## src/rtl/cyc_timer_pkg.sv

```systemverilog
`timescale 1ns/1ps
package cyc_timer_pkg;
  typedef enum logic [1:0] {
    SEL_NONE = 2'd0,
    SEL_TIME = 2'd1,
    SEL_CMP  = 2'd2
  } reg_sel_e;
endpackage

```

## src/rtl/cyc_timer_prescale.sv

```systemverilog
`timescale 1ns/1ps
module cyc_timer_prescale #(
  parameter int unsigned XLEN    = 64,
  parameter int unsigned DIVISOR = 100
) (
  input  logic            clk_i,
  input  logic            rst_ni,
  output logic [XLEN-1:0] cycle_o,
  output logic            tick_o
);
  logic [XLEN-1:0] cycle_q;

  always_ff @(posedge clk_i or negedge rst_ni) begin
    if (!rst_ni) cycle_q <= '0;
    else         cycle_q <= cycle_q + 1'b1;
  end

  assign cycle_o = cycle_q;

  generate
    if (DIVISOR > 1) begin : g_div
      localparam int unsigned PW = $clog2(DIVISOR);
      localparam logic [PW-1:0] LAST = PW'(DIVISOR - 1);
      logic [PW-1:0] pre_q;
      logic          wrap;

      assign wrap   = (pre_q == LAST);
      assign tick_o = wrap;

      always_ff @(posedge clk_i or negedge rst_ni) begin
        if (!rst_ni)   pre_q <= '0;
        else if (wrap) pre_q <= '0;
        else           pre_q <= pre_q + 1'b1;
      end

      a_r2_pre_bound: assert property (@(posedge clk_i) disable iff (!rst_ni)
        pre_q <= LAST);
      a_r2_pre_wrap: assert property (@(posedge clk_i) disable iff (!rst_ni)
        wrap |=> pre_q == '0);
      a_r2_pre_step: assert property (@(posedge clk_i) disable iff (!rst_ni)
        !wrap |=> pre_q == $past(pre_q) + 1'b1);
      // prescaler phase stays locked to the cycle count
      a_r2_tick_phase: assert property (@(posedge clk_i) disable iff (!rst_ni)
        tick_o == ((cycle_q % XLEN'(DIVISOR)) == XLEN'(DIVISOR - 1)));
    end else begin : g_nodiv
      assign tick_o = 1'b1;
    end
  endgenerate

  a_r1_cycle_step: assert property (@(posedge clk_i) disable iff (!rst_ni)
    1'b1 |=> cycle_q == $past(cycle_q) + 1'b1);
endmodule

```

## src/rtl/cyc_timer_decode.sv

```systemverilog
`timescale 1ns/1ps
module cyc_timer_decode
  import cyc_timer_pkg::*;
#(
  parameter int unsigned   AW       = 32,
  parameter logic [AW-1:0] BASE     = 32'h0200_0000,
  parameter logic [AW-1:0] SPAN     = 32'h000C_0000,
  parameter logic [AW-1:0] TIME_OFF = 32'h0000_BFF8,
  parameter logic [AW-1:0] CMP_OFF  = 32'h0000_4000
) (
  input  logic          clk_i,
  input  logic          rst_ni,
  input  logic          req_i,
  input  logic          we_i,
  input  logic [AW-1:0] addr_i,
  output reg_sel_e      sel_o,
  output logic          wr_time_o,
  output logic          wr_cmp_o
);
  localparam logic [AW-1:0] LIMIT = BASE + SPAN;

  logic          in_win;
  logic [AW-1:0] off;

  assign in_win = (addr_i >= BASE) && (addr_i < LIMIT);
  assign off    = addr_i - BASE;

  always_comb begin
    sel_o = SEL_NONE;
    if (in_win) begin
      if (off == TIME_OFF)     sel_o = SEL_TIME;
      else if (off == CMP_OFF) sel_o = SEL_CMP;
    end
  end

  assign wr_time_o = req_i && we_i && (sel_o == SEL_TIME);
  assign wr_cmp_o  = req_i && we_i && (sel_o == SEL_CMP);

  a_r7_no_dual_write: assert property (@(posedge clk_i) disable iff (!rst_ni)
    $onehot0({wr_time_o, wr_cmp_o}));
  a_r7_outside_none: assert property (@(posedge clk_i) disable iff (!rst_ni)
    !in_win |-> !wr_time_o && !wr_cmp_o);
endmodule

```

## src/rtl/cyc_timer_time.sv

```systemverilog
`timescale 1ns/1ps
module cyc_timer_time #(
  parameter int unsigned XLEN = 64
) (
  input  logic            clk_i,
  input  logic            rst_ni,
  input  logic            tick_i,
  input  logic            wr_i,
  input  logic [XLEN-1:0] wdata_i,
  output logic [XLEN-1:0] time_o
);
  logic [XLEN-1:0] time_q;

  // software write wins over a coincident increment
  always_ff @(posedge clk_i or negedge rst_ni) begin
    if (!rst_ni)     time_q <= '0;
    else if (wr_i)   time_q <= wdata_i;
    else if (tick_i) time_q <= time_q + 1'b1;
  end

  assign time_o = time_q;

  a_r3_write_load: assert property (@(posedge clk_i) disable iff (!rst_ni)
    wr_i |=> time_q == $past(wdata_i));
  a_r2_tick_inc: assert property (@(posedge clk_i) disable iff (!rst_ni)
    !wr_i && tick_i |=> time_q == $past(time_q) + 1'b1);
  a_r2_hold: assert property (@(posedge clk_i) disable iff (!rst_ni)
    !wr_i && !tick_i |=> $stable(time_q));
endmodule

```

## src/rtl/cyc_timer_cmp.sv

```systemverilog
`timescale 1ns/1ps
module cyc_timer_cmp #(
  parameter int unsigned XLEN = 64
) (
  input  logic            clk_i,
  input  logic            rst_ni,
  input  logic            wr_i,
  input  logic [XLEN-1:0] wdata_i,
  input  logic [XLEN-1:0] time_i,
  output logic [XLEN-1:0] cmp_o,
  output logic            irq_o
);
  logic [XLEN-1:0] cmp_q;

  always_ff @(posedge clk_i or negedge rst_ni) begin
    if (!rst_ni)   cmp_q <= '1;
    else if (wr_i) cmp_q <= wdata_i;
  end

  assign cmp_o = cmp_q;
  assign irq_o = (cmp_q == time_i);

  a_r4_cmp_load: assert property (@(posedge clk_i) disable iff (!rst_ni)
    wr_i |=> cmp_q == $past(wdata_i));
  a_r4_cmp_hold: assert property (@(posedge clk_i) disable iff (!rst_ni)
    !wr_i |=> $stable(cmp_q));
endmodule

```

## src/rtl/cyc_timer.sv

```systemverilog
`timescale 1ns/1ps
module cyc_timer
  import cyc_timer_pkg::*;
#(
  parameter int unsigned   XLEN     = 64,
  parameter int unsigned   AW       = 32,
  parameter int unsigned   DIVISOR  = 100,
  parameter logic [AW-1:0] BASE     = 32'h0200_0000,
  parameter logic [AW-1:0] SPAN     = 32'h000C_0000,
  parameter logic [AW-1:0] TIME_OFF = 32'h0000_BFF8,
  parameter logic [AW-1:0] CMP_OFF  = 32'h0000_4000
) (
  input  logic            clk_i,
  input  logic            rst_ni,
  input  logic            req_i,
  input  logic            we_i,
  input  logic [AW-1:0]   addr_i,
  input  logic [XLEN-1:0] wdata_i,
  output logic [XLEN-1:0] rdata_o,
  output logic [XLEN-1:0] cycle_o,
  output logic            irq_o
);
  reg_sel_e        sel;
  logic            wr_time, wr_cmp, tick;
  logic [XLEN-1:0] time_val, cmp_val;

  cyc_timer_prescale #(.XLEN(XLEN), .DIVISOR(DIVISOR)) u_prescale (
    .clk_i, .rst_ni, .cycle_o, .tick_o(tick)
  );

  cyc_timer_decode #(
    .AW(AW), .BASE(BASE), .SPAN(SPAN), .TIME_OFF(TIME_OFF), .CMP_OFF(CMP_OFF)
  ) u_decode (
    .clk_i, .rst_ni, .req_i, .we_i, .addr_i,
    .sel_o(sel), .wr_time_o(wr_time), .wr_cmp_o(wr_cmp)
  );

  cyc_timer_time #(.XLEN(XLEN)) u_time (
    .clk_i, .rst_ni, .tick_i(tick), .wr_i(wr_time), .wdata_i, .time_o(time_val)
  );

  cyc_timer_cmp #(.XLEN(XLEN)) u_cmp (
    .clk_i, .rst_ni, .wr_i(wr_cmp), .wdata_i, .time_i(time_val),
    .cmp_o(cmp_val), .irq_o
  );

  always_comb begin
    rdata_o = '0;
    if (req_i && !we_i) begin
      unique case (sel)
        SEL_TIME: rdata_o = time_val;
        SEL_CMP:  rdata_o = cmp_val;
        default:  rdata_o = '0;
      endcase
    end
  end

  a_r6_irq_drop: assert property (@(posedge clk_i) disable iff (!rst_ni)
    wr_cmp && !wr_time && !tick && (wdata_i != time_val) |=> !irq_o);
  a_r6_irq_raise: assert property (@(posedge clk_i) disable iff (!rst_ni)
    wr_cmp && !wr_time && !tick && (wdata_i == time_val) |=> irq_o);
  a_r5_irq_level: assert property (@(posedge clk_i) disable iff (!rst_ni)
    irq_o && !wr_cmp && !wr_time && !tick |=> irq_o);
  a_r7_unmapped_zero: assert property (@(posedge clk_i) disable iff (!rst_ni)
    req_i && !we_i && (sel == SEL_NONE) |-> rdata_o == '0);
endmodule

```

## config.mk

```make
export PLATFORM = sky130hd
export DESIGN_NAME = cyc_timer
export DESIGN_NICKNAME = d
export VERILOG_FILES = /design/src/rtl/cyc_timer_pkg.sv /design/src/rtl/cyc_timer_prescale.sv /design/src/rtl/cyc_timer_decode.sv /design/src/rtl/cyc_timer_time.sv /design/src/rtl/cyc_timer_cmp.sv /design/src/rtl/cyc_timer.sv
export SDC_FILE = /design/constraint.sdc
export NUM_CORES = 1
export LEC_CHECK = 0
export CAP_MARGIN = 5
export CORE_ASPECT_RATIO = 1.5
export CORE_MARGIN = 3
export CORE_UTILIZATION = 30
export DETAILED_ROUTE_END_ITERATION = 10
export SLEW_MARGIN = 30
export SYNTH_ARGS = -nofsm -noshare
export SYNTH_HDL_FRONTEND = slang
export SYNTH_SLANG_ARGS = --single-unit
```

## constraint.sdc

```tcl
create_clock -name clk_i -period 3.7 [get_ports clk_i]
set_clock_uncertainty 0.1 [all_clocks]
set_input_delay 0.74 -clock clk_i [delete_from_list [all_inputs] [get_ports clk_i]]
set_output_delay 0.74 -clock clk_i [all_outputs]
set_load 0.02 [all_outputs]
```

After elaboration in Yosys (flattened, before gate mapping) --
Index checks and enable logic that the tools add are counted.
Word-level totals: bits in registers 199, bits of input ports 100, output and inout port bits 129, logic and storage cells 31
Operators by class: add/subtract/negate cells 4, order comparisons 2, equal/unequal tests 6, mux-type cells 8, reductions and logical operators 7
Operators by type and width (number):
- 64-bit 2-to-1 mux | 3
- 64-bit by 1-bit adder with 64-bit output, second input constant | 2
- 64-bit one-hot mux with 2 select lines | 1
- 64-bit == test | 1
- 32-bit by 15-bit == test with 1-bit output, second input constant | 1
- 32-bit by 16-bit == test with 1-bit output, second input constant | 1
- 32-bit by 26-bit >= comparator with 1-bit output, second input constant | 1
- 32-bit by 26-bit < comparator with 1-bit output, second input constant | 1
- 32-bit by 26-bit subtractor with 32-bit output, second input constant | 1
- 7-bit by 1-bit adder with 7-bit output, second input constant | 1
- 7-bit == test, second input constant | 1
- 7-bit 2-to-1 mux | 1
- 2-bit 2-to-1 mux | 3
- 1-bit logical AND | 5
- 2-bit by 1-bit == test with 1-bit output, second input constant | 1
- 2-bit == test, second input constant | 1
- 2-bit nonzero test | 1
- 1-bit logical NOT | 1

Longest topological paths before layout --
Gate-level depths: netlist of the first run.
depth after elaboration 8, depth in mapped cells 14, gate-level depth less buffers 11

By module --
From an unflattened synthesis of the first run, not the netlist that was laid out.
Unflattened totals: cell total of the unflattened synthesis 1123, area total of the unflattened synthesis 11337.1 µm²
Modules (own cells, without submodules):
- cyc_timer_time | instances 1, cells each 422, area an instance 3748.6 µm², sequential area each 1601.5 µm²
- cyc_timer_prescale | instances 1, cells each 301, area an instance 3357.0 µm², sequential area each 1776.7 µm²
- cyc_timer_cmp | instances 1, cells each 220, area an instance 3135.5 µm², sequential area each 1681.6 µm²
- cyc_timer | instances 1, cells each 154, area an instance 895.9 µm², sequential area each 0.0 µm²
- cyc_timer_decode | instances 1, cells each 26, area an instance 200.2 µm², sequential area each 0.0 µm²

Worst setup path before layout of the first run --
OpenSTA, ideal clock, no wires.
kind input to output, start input addr_i[3], end output rdata_o[10], arrival 2790 ps, data required time 2860 ps, slack 70 ps, stages 8, buffers on the path 2, cells stage by stage or4_1 nor4b_1 and4_1 ha_1 clkbuf_1 buf_1 a22oi_1 nor2_1
On the way: longest elaborated chain between the ends 8, elaborated cells between the ends (all ways) 13, classes of those cells add/sub: 1; order compare: 2; eq/ne: 4; mux: 5; reduce/logical: 1
RTL lines:
- from (decl) | RTL line cyc_timer.sv:17 | input logic [AW-1:0] addr_i,
- 32-bit by 26-bit subtractor with 32-bit output | RTL line cyc_timer_decode.sv:26 | assign off = addr_i - BASE;
- 32-bit by 15-bit == test with 1-bit output | RTL line cyc_timer_decode.sv:32 | else if (off == CMP_OFF) sel_o = SEL_CMP;
- 2-bit 2-to-1 mux | RTL line cyc_timer_decode.sv:32
- 2-bit 2-to-1 mux | RTL line cyc_timer_decode.sv:31 | if (off == TIME_OFF) sel_o = SEL_TIME;
- 2-bit 2-to-1 mux (*) | RTL line cyc_timer_decode.sv:30 | if (in_win) begin
- 2-bit == test or 2-bit by 1-bit == test with 1-bit output (tied branches) | RTL line cyc_timer.sv:50 | unique case (sel)
- 64-bit one-hot mux with 2 select lines (*) | RTL line cyc_timer.sv:50
- 64-bit 2-to-1 mux (*) | RTL line cyc_timer.sv:49 | if (req_i && !we_i) begin
- to (decl) | RTL line cyc_timer.sv:19 | output logic [XLEN-1:0] rdata_o,
Every way passes the cells marked *; elsewhere a longest branch is shown, timed or not.

Worst setup path in the final report of the first run --
start input addr_i[10], end output rdata_o[13]
The elaborated chain is that of the path after synthesis.

==> flow_metrics.env, run 1 <==
export IMPL_final_seq_area_sq_um=5060
export IMPL_cp_num_buf_inv=6
export IMPL_rows=84
export IMPL_hold_viol=0
export IMPL_synth_edf_count=0
export IMPL_cp_max_fo=5
export IMPL_gp_congestion=0.875
export IMPL_ys_flop_type="dfrtp_1"
export IMPL_peakVddDrop_mv=0.318
export IMPL_grt_pass1_wl_um=56100
export IMPL_reg2reg_to="u_time.time_o[59]$_DFFE_PN0P_"
export IMPL_synthTopCellsByCount="dfrtp_1 (135), nor2_1 (118), xor2_1 (113)"
export IMPL_final_util_pct=44.2
export IMPL_crit_slowest_cell="or4_4"
export IMPL_coreArea_sq_um=35300
export IMPL_ys_warn_count=0
export IMPL_cts_inserted_buffers=17
export IMPL_p_per_area_nw_per_um2=268
export IMPL_period_share_pct=104
export IMPL_nets=1452
export IMPL_htree_levels=4
export IMPL_synth_area_per_cell_sq_um=9.82
export IMPL_crit_type="in -> out"
export IMPL_hold_path_class="in -> async"
export IMPL_whs_ns=0.232
export IMPL_period_needed_ns=3.83
export IMPL_syn_inst=1104
export IMPL_slew_violations=0
export IMPL_die_area_sq_um=38500
export IMPL_setup_viol=49
export IMPL_worst_slew_pin_slew_ns=0.886
export IMPL_crit_arrival_ns=2.99
export IMPL_yosysTopAreaCellShare_pct=31.2
export IMPL_synth_cell_types=40
export IMPL_vias=9168
export IMPL_relSlewSlack_pct=41.0
export IMPL_r2r_setup_slack_ns=0.72
export IMPL_rsz0062_at_grt="yes"
export IMPL_synthArstFlopShare_pct=100
export IMPL_clock_latency_ns=0.46
export IMPL_required_ns=2.86
export IMPL_yosysTopAreaCell="dfrtp_1"
export IMPL_ys_seq_area_share_pct=46.7
export IMPL_dpl_cell_area_sq_um=13900
export IMPL_multi_input_comb_area_sq_um=6130
export IMPL_synthesis_area_sq_um=10800
export IMPL_p_leak_nw=5.86
export IMPL_cts_sinks=199
export IMPL_drive_gt1_share_pct=30.2
export IMPL_grt_usage_pct=18.9
export IMPL_fillCellCount=3448
export IMPL_remaining_drc_errors=0
export IMPL_stdcell_area_sq_um=15600
export IMPL_yosys_register_bits=199
export IMPL_dp_cells=1768
export IMPL_cts_root_buffer="clkbuf_16"
export IMPL_vias_per_cell=5.00
export IMPL_cts_hold_buf=0
export IMPL_wl_per_cell_um=19.9
export IMPL_grt_overflow=0
export IMPL_crit_chain="buf_6, or4_4, nor4b_4, and4_4, inv_2, ha_4, buf_12, buf_16, buf_4, a22oi_2, nor2_4, buf_6"
export IMPL_end_kind="output pin"
export IMPL_io_pins=229
export IMPL_cp_common_cell="buf_6"
export IMPL_clock_fmax_ghz=0.261
export IMPL_initial_core_util_pct=30.7
export IMPL_max_stage_delay_ns=0.54
export IMPL_drtAntennaViolNets=0
export IMPL_fp_dieW_um=161
export IMPL_fin_ws_ns=-0.135
export IMPL_first_pass_iters=5
export IMPL_reg2regPathDepth=7
export IMPL_cap_viol_max_count=0
export IMPL_port_buffers=228
export IMPL_path_delay_family="simple AND/OR/NAND/NOR gates"
export IMPL_antenna_found_initial=3
export IMPL_drt_total_wl_um=36400
export IMPL_yosysMostFrequentCell="dfrtp_1"
export IMPL_finalNonFillerCells=1833
export IMPL_post_dp_hpwl_um=26100
export IMPL_cts_tree="yes"
export IMPL_dr_first_iter_drc_count=390
export IMPL_die_h_um=239
export IMPL_grt_max_degree=99
export IMPL_start_kind="input port"
export IMPL_syn_num_nets=1210
export IMPL_cts_max_path_buffers=2
export IMPL_outcome="finished with violations"
export IMPL_clkSlewWorstSetupHoldPaths_ns=0.08
export IMPL_grt_pass1_vias=9560
export IMPL_syn2layout_area_growth_pct=44.0
export IMPL_worstReg2RegStart="u_prescale.g_div.pre_q[0]$_DFF_PN0_"
export IMPL_violations="negative setup slack"
export IMPL_synthTopCellsByArea="dfrtp_1 (31%), dfstp_2 (16%), xor2_1 (9.1%)"
export IMPL_finalSetupTns_ns=-2.61
-- flip-flops by register name, indices dropped and copies added (netlist names) --
| signal | count |
|---|---|
| u_cmp.cmp_o | 64 |
| u_prescale.cycle_o | 64 |
| u_time.time_o | 64 |
| u_prescale.g_div.pre_q | 7 |
-- per-layer routing --
metal / up-vias / share of wire, % / track usage, %
met5: - / 0.058 / 0
met4: 4 / 3.6 / 7.93
met3: 66 / 5.8 / 4.96
met2: 264 / 53 / 34.0
met1: 4495 / 38 / 21.0
li1: 4339 / - / -
-- placed cells by master, fill, tap and decap left out, drive strengths merged, types with 2 or more instances in the layout --
cell type | netlist | final
clkdlybuf4s50 | 0 | 144
dfrtp | 135 | 135
buf | 8 | 128
nor2 | 118 | 118
xor2 | 113 | 113
nand2 | 111 | 111
xnor2 | 80 | 80
mux2 | 64 | 64
dfstp | 64 | 64
a22oi | 64 | 64
nand4 | 53 | 53
o21ai | 53 | 53
nand3 | 49 | 49
nor4 | 35 | 35
and3 | 21 | 21
clkbuf | 58 | 21
nor3 | 19 | 19
inv | 13 | 17
a21oi | 11 | 11
dlymetal6s2s | 0 | 11
and4 | 8 | 8
clkinv | 0 | 7
and2 | 6 | 6
ha | 6 | 6
clkdlybuf4s15 | 0 | 3
nor2b | 2 | 2
or2 | 2 | 2
nor4b | 2 | 2
clkinvlp | 0 | 2
-- worst max-delay path by stage --
stage	startpoint	endpoint	depth (start not counted)
4_1_cts	addr_i[12]	rdata_o[6]	12
2_1_floorplan	addr_i[3]	rdata_o[10]	8
3_3_place_gp	addr_i[26]	rdata_o[12]	13
3_5_place_dp	addr_i[26]	rdata_o[16]	13
5_1_grt	addr_i[26]	rdata_o[13]	15
6_report	addr_i[10]	rdata_o[13]	12
-- cell type report --
cell class,instances,share of cell area [%]
inverter,13,0.345
clock inverter,13,0.753
multi-input combinational,826,39.3
timing repair buffer,289,20.6
sequential,199,32.4
tap,473,3.79
clock buffer,19,2.84
antenna,1,0.0160
-- logic make-up after synthesis --
| logic type | Yosys count | synth area share [%] |
|---|---|---|
| and+or+nand+nor | 433 | 20.0 |
| DFF | 199 | 46.7 |
| xor gates and xnor gates | 193 | 15.6 |
| AOI/OAI and AO/OA | 129 | 7.45 |
| buffers and inverters | 79 | 2.82 |
| muxes | 65 | 6.74 |
| adders and majority gates | 6 | 0.693 |
-- repair_timing --
item                       4_1_cts  5_1_grt
setup endpoints to repair       64       65
setup buffers                   18        8
pin swaps                       17       35
gates resized for setup        425      127
cloned                           7        1
-- through the flow --
stage	setup WS (ns)	power [mW]
after floorplan	0.0701	2.22
after global placement	-0.978	2.40
after detailed placement	-1.03	2.40
after CTS	-0.269	4.24
after global routing	-0.179	4.34
final	-0.135	4.19
-- power breakdown --
group / internal, mW / switching [mW]
sequential: 2.18 / 0.00000000652
combinational: 0.104 / 0.0852
clock: 0.900 / 0.920
total: 3.18 / 1.01
Power figures use the tool's default switching activity.
==> run 2, diff against run 1 <==
- CAP_MARGIN: 5 -> 10
==> results of run 2 <==
The final DEF is identical to that of run 1; final timing and power are the same.
